--- src/rtl/pic_pkg.sv ---
package pic_pkg;
  typedef enum logic [1:0] {
    MODE_LEVEL  = 2'd0,
    MODE_EDGE   = 2'd1,
    MODE_LEGACY = 2'd2
  } statModeE;

  typedef struct packed {
    logic maskWr;
    logic statWr;
    logic rdMask;
    logic rdStat;
  } picStrobeT;

  localparam int unsigned MASK_ADDR = 0;
  localparam int unsigned STAT_ADDR = 1;
endpackage

--- src/rtl/pic_ctrl.sv ---
module pic_ctrl
  import pic_pkg::*;
#(
  parameter int unsigned ADDR_W = 2
) (
  input  logic [ADDR_W-1:0] regAddr,
  input  logic              regWe,
  output picStrobeT         strobe
);
  logic hitMask;
  logic hitStat;

  always_comb begin
    hitMask       = (regAddr == ADDR_W'(MASK_ADDR));
    hitStat       = (regAddr == ADDR_W'(STAT_ADDR));
    strobe.maskWr = regWe && hitMask;
    strobe.statWr = regWe && hitStat;
    strobe.rdMask = hitMask;
    strobe.rdStat = hitStat;
  end
endmodule

--- src/rtl/pic_datapath.sv ---
module pic_datapath
  import pic_pkg::*;
#(
  parameter int unsigned NUM_LINES = 32,
  parameter statModeE    MODE      = MODE_EDGE
) (
  input  logic                 clk,
  input  logic                 rstN,
  input  logic [NUM_LINES-1:0] irqIn,
  input  picStrobeT            strobe,
  input  logic [NUM_LINES-1:0] wdata,
  output logic [NUM_LINES-1:0] rdata,
  output logic                 coreIrq
);
  logic [NUM_LINES-1:0] maskQ;
  logic [NUM_LINES-1:0] statusQ;
  logic [NUM_LINES-1:0] statusNext;

  always_ff @(posedge clk or negedge rstN) begin
    if (!rstN) maskQ <= '0;
    else if (strobe.maskWr) maskQ <= wdata;
  end

  generate
    if (MODE == MODE_EDGE) begin : g_edge
      logic [NUM_LINES-1:0] prevIn;
      logic [NUM_LINES-1:0] clrOnes;
      always_ff @(posedge clk or negedge rstN) begin
        if (!rstN) prevIn <= '0;
        else prevIn <= irqIn;
      end
      always_comb begin
        clrOnes    = strobe.statWr ? wdata : '0;
        statusNext = (statusQ & ~clrOnes) | (irqIn & ~prevIn);
      end
      for (genvar b = 0; b < NUM_LINES; b++) begin : g_bit
        p_edge_set_r5: assert property (@(posedge clk) disable iff (!rstN)
          (irqIn[b] && !prevIn[b]) |=> statusQ[b]);
        p_edge_w1c_r6: assert property (@(posedge clk) disable iff (!rstN)
          $fell(statusQ[b]) |-> $past(strobe.statWr && wdata[b]));
      end
    end else if (MODE == MODE_LEGACY) begin : g_legacy
      logic [NUM_LINES-1:0] keepBits;
      always_comb begin
        keepBits   = strobe.statWr ? wdata : '1;
        statusNext = (statusQ & keepBits) | irqIn;
      end
      for (genvar b = 0; b < NUM_LINES; b++) begin : g_bit
        p_legacy_latch_r8: assert property (@(posedge clk) disable iff (!rstN)
          irqIn[b] |=> statusQ[b]);
        p_legacy_w0c_r9: assert property (@(posedge clk) disable iff (!rstN)
          $fell(statusQ[b]) |-> $past(strobe.statWr && !wdata[b]));
      end
    end else begin : g_level
      always_comb statusNext = irqIn;
      p_level_follow_r10: assert property (@(posedge clk) disable iff (!rstN)
        1'b1 |=> (statusQ == $past(irqIn)));
    end
  endgenerate

  always_ff @(posedge clk or negedge rstN) begin
    if (!rstN) begin
      statusQ <= '0;
      coreIrq <= 1'b0;
    end else begin
      statusQ <= statusNext;
      coreIrq <= |(statusQ & maskQ);
    end
  end

  always_comb begin
    if (strobe.rdMask)      rdata = maskQ;
    else if (strobe.rdStat) rdata = statusQ;
    else                    rdata = '0;
  end

  p_mask_hold_r2: assert property (@(posedge clk) disable iff (!rstN)
    !strobe.maskWr |=> $stable(maskQ));
  p_masked_quiet_r3: assert property (@(posedge clk) disable iff (!rstN)
    (maskQ == '0) |=> !coreIrq);
endmodule

--- src/rtl/core_irq_pic.sv ---
module core_irq_pic
  import pic_pkg::*;
#(
  parameter int unsigned NUM_LINES = 32,
  parameter int unsigned ADDR_W    = 2,
  parameter statModeE    MODE      = MODE_EDGE
) (
  input  logic                 clk,
  input  logic                 rstN,
  input  logic [NUM_LINES-1:0] irqIn,
  input  logic [ADDR_W-1:0]    regAddr,
  input  logic                 regWe,
  input  logic [NUM_LINES-1:0] regWdata,
  output logic [NUM_LINES-1:0] regRdata,
  output logic                 coreIrq
);
  picStrobeT strobe;

  pic_ctrl #(.ADDR_W(ADDR_W)) u_ctrl (
    .regAddr(regAddr),
    .regWe  (regWe),
    .strobe (strobe)
  );

  pic_datapath #(.NUM_LINES(NUM_LINES), .MODE(MODE)) u_dp (
    .clk    (clk),
    .rstN   (rstN),
    .irqIn  (irqIn),
    .strobe (strobe),
    .wdata  (regWdata),
    .rdata  (regRdata),
    .coreIrq(coreIrq)
  );
endmodule

--- config.mk ---
export PLATFORM = sky130hd
export DESIGN_NAME = core_irq_pic
export DESIGN_NICKNAME = d
export VERILOG_FILES = /design/src/rtl/pic_pkg.sv /design/src/rtl/pic_ctrl.sv /design/src/rtl/pic_datapath.sv /design/src/rtl/core_irq_pic.sv
export SDC_FILE = /design/constraint.sdc
export NUM_CORES = 1
export LEC_CHECK = 0
export BUFFER_PORTS_ARGS = -buffer_cell sky130_fd_sc_hd__buf_4
export CORE_ASPECT_RATIO = 1.1
export CORE_MARGIN = 1
export CORE_UTILIZATION = 25
export DETAILED_ROUTE_END_ITERATION = 12
export PLACE_DENSITY = 0.42
export SYNTH_ARGS = -nofsm -noshare
export SYNTH_HDL_FRONTEND = slang
export SYNTH_HIERARCHICAL = 1
export SYNTH_SLANG_ARGS = --single-unit
--- constraint.sdc ---
create_clock -name clk -period 1.6 [get_ports clk]
set_input_delay 0.32 -clock clk [delete_from_list [all_inputs] [get_ports clk]]
set_output_delay 0.32 -clock clk [all_outputs]
set_load 0.005 [all_outputs]
==> results.py <==
metrics = {
    "worst_setup_path": {
        "critical_path_class": "input port to output pin",
        "cp-end-kind": "output pin",
        "cp.arrival_ns": 1.25,
        "cp_top_family": "buffers and inverters",
        "critPathRequiredTime_ns": 1.28,
        "worst-path-buf-inv": 5,
        "cpMostUsedCell": "buf_4",
        "crit_fanout": 22,
        "cpPeakStageDelay_ns": 0.20,
        "startpoint_type": "input port",
        "slowest_stage": "clkbuf_16",
        "path_cells": "buf_6 -> buf_4 -> nor2_4 -> buf_12 -> clkbuf_16 -> o21ai_0 -> buf_4",
    },
    "sta": {
        "max_freq_mhz": 637,
        "final.setup.tns_ns": 0,
        "grt_setup_unrepaired": "true",
        "hold_viol": 0,
        "worstMarginPinSlew_ns": 0.291,
        "finalClockSkew_ns": 0.00555,
        "finalSetupViolations": 0,
        "drv_slew": 0,
        "period_needed_ns": 1.57,
        "relSlewSlack_pct": 80.6,
        "fin_crit_sh_pct": 98.1,
    },
    "layout": {
        "num_antenna_cells": 0,
        "regArea_mm2": 0.00243,
        "nets": 575,
        "nFillCells": 1615,
        "drive_gt1_share_pct": 34.5,
        "layout_commonest_cell": "nand2_1",
        "stdcell_area_mm2": 0.00553,
        "area_growth_pct": 38.8,
        "final_cell_mix": "123 x nand2_1, 103 x buf_4, 97 x dfrtp_1",
        "multiInputGateArea_mm2": 0.00141,
    },
    "clocking": {
        "cts_tree": "built",
        "clk_pin_slew_ns": 0.07,
        "clkLatencyLatePin_ns": 0.35,
        "cts_made_buffers": 9,
        "clock_sinks": 97,
        "cts-root-buf": "clkbuf_16",
        "htree_levels": 3,
        "clock_path_buffers": 2,
    },
    "placement": {
        "placed_area_mm2": 0.00510,
        "gp_congestion": 0.726,
        "hpwlAfterDp_um": 7210,
        "io_buffers": 101,
    },
    "flow_run": {
        "maxCapViolCount": 0,
    },
    "global_route": {
        "grt_max_degree": 53,
        "grt_pass1_vias": 3079,
        "grt_first_pass_wirelength_um": 16300,
        "antenna_found_initial": 0,
        "grt_overflow": 0,
        "track_usage_pct": 13.3,
    },
    "die": {
        "io_pins": 102,
        "start_util_pct": 25.5,
        "die_h_um": 134,
        "placementRows": 48,
        "coreArea_mm2": 0.0156,
        "dieWidth_um": 122,
        "dieArea_mm2": 0.0164,
    },
    "logic_synthesis": {
        "ys_types": 19,
        "ys_async_sr_fraction_pct": 100,
        "synth-seq-cells": 97,
        "avgSynthCellArea_um2": 10.0,
        "synth_ff_type": "dfrtp_1",
        "synthesis.nets": 466,
        "yosys_warnings": 6,
        "synth_cells": 397,
        "synth_edf_count": 0,
        "synth_area_mm2": 0.00399,
        "synth_sequential_area_ratio_pct": 60.9,
    },
    "power_and_ir_drop": {
        "total_leakage_power_nw": 2.61,
        "ir_worst_vdd_mv": 0.530,
        "power_density_mw_per_mm2": 1100,
        "power_w": 0.00607,
    },
    "detailed_routing": {
        "drt-total-wl_um": 10600,
        "drc": 0,
        "wire_per_inst_um": 15.0,
        "postRouteAntennaNets": 0,
        "viasPerCell": 4.37,
        "drtIter0Drc": 144,
        "vias": 3103,
        "first_pass_iters": 4,
    },
    "worst_hold_path": {
        "hold_class": "input port to flop",
    },
    "status": {
        "run_status": "finished clean",
    },
}
[per-stage QoR]
stage / setup WS, ns / utilization (%) / instances / hold slack, ns
final: 0.0298 / 35.4 / 710 / 0.0829
after global routing: -0.0293 / 35.4 / 710 / 0.0748
after CTS: -0.0105 / 34.6 / 707 / 0.0689
after detailed placement: -0.0247 / 32.7 / 691 / 0.336
after global placement: -0.0106 / 32.7 / 691 / 0.336
after floorplan: 0.158 / - / 397 / 0.0244
[cell usage after synthesis (2+ instances only)]
master,number,area (µm²)
dfrtp_1,97,2430
buf_2,4,20.0
mux2_1,4,45.0
a22oi_2,2,25.0
nand2_1,128,480
buf_4,2,15.0
mux2_2,28,315
inv_1,32,120
a22oi_1,14,105
o21ai_1,20,100
clkbuf_1,12,45.0
o21ai_0,44,220
nand4_1,4,25.0
[worst paths after layout]
check	endpoint	start	slack, ns	cells after the start
setup / recovery	regRdata[6]	regAddr[1]	0.03	7
setup reg to reg	u_dp/coreIrq	u_dp/statusQ[16]	0.08	3
hold reg to reg	u_dp/statusQ[13]	u_dp/g_edge.prevIn[13]	0.41	1
max in group asynchronous	u_dp/maskQ[13]	rstN	0.83	3
hold / removal	u_dp/g_edge.prevIn[17]	irqIn[17]	0.08	1
min in group asynchronous	u_dp/statusQ[8]	rstN	0.49	3
[registers in the layout, indices dropped and copies added, names as in the netlist]
register / count
u_dp/coreIrq: 1
u_dp/g_edge.prevIn: 32
u_dp/statusQ: 32
u_dp/maskQ: 32
[metal layers]
| layer | vias to the layer above | global-route usage [%] | share of wire [%] |
|---|---|---|---|
| met2 | 70 | 21.3 | 48 |
| met4 | 0 | 6.50 | 2.1 |
| met5 | - | 0 | 0 |
| met1 | 1513 | 17.3 | 46 |
| li1 | 1509 | - | - |
| met3 | 11 | 2.47 | 3.9 |
[power by group]
group / total (W) / switching, W / internal [W]
clock network: 0.00219 / 0.000907 / 0.00128
registers: 0.00293 / 0.000201 / 0.00272
logic: 0.000954 / 0.000423 / 0.000531
total: 0.00607 / 0.00153 / 0.00454
[cells by family (layout without fill, tap and decap cells)]
| kind of cell | count (synthesis) | count (layout) | share of synthesized area [%] |
|---|---|---|---|
| AOI/OAI and AO/OA | 80 | 80 | 11.3 |
| buffers and inverters | 51 | 164 | 5.12 |
| DFF | 97 | 97 | 60.9 |
| muxes | 32 | 32 | 9.04 |
| and+or+nand+nor | 137 | 137 | 13.6 |
[worst register-to-register path: cells and delay by family (launching register included)]
kind	cells	cell delay, ns
flops	1	0.40
simple gates	2	0.71
compound gates	1	0.28
[final cells by class]
cell class                 instances  share of cell area, %
multi-input combinational        249                   25.4
clock inverter                     3                  0.724
timing repair buffer             117                   18.6
clock buffer                      12                   4.64
inverter                          32                   2.17
sequential                        97                   43.9
tap                              200                   4.52
[what timing repair did]
action	CTS	global route
endpoints found under the hold margin	97	0
buffers inserted	0	1
gates cloned	0	2
setup endpoints to repair	4	26
hold buffers	1	0
pin swaps	0	1
gates resized for setup	3	17
No activity file was read; power rests on OpenSTA's default activity.
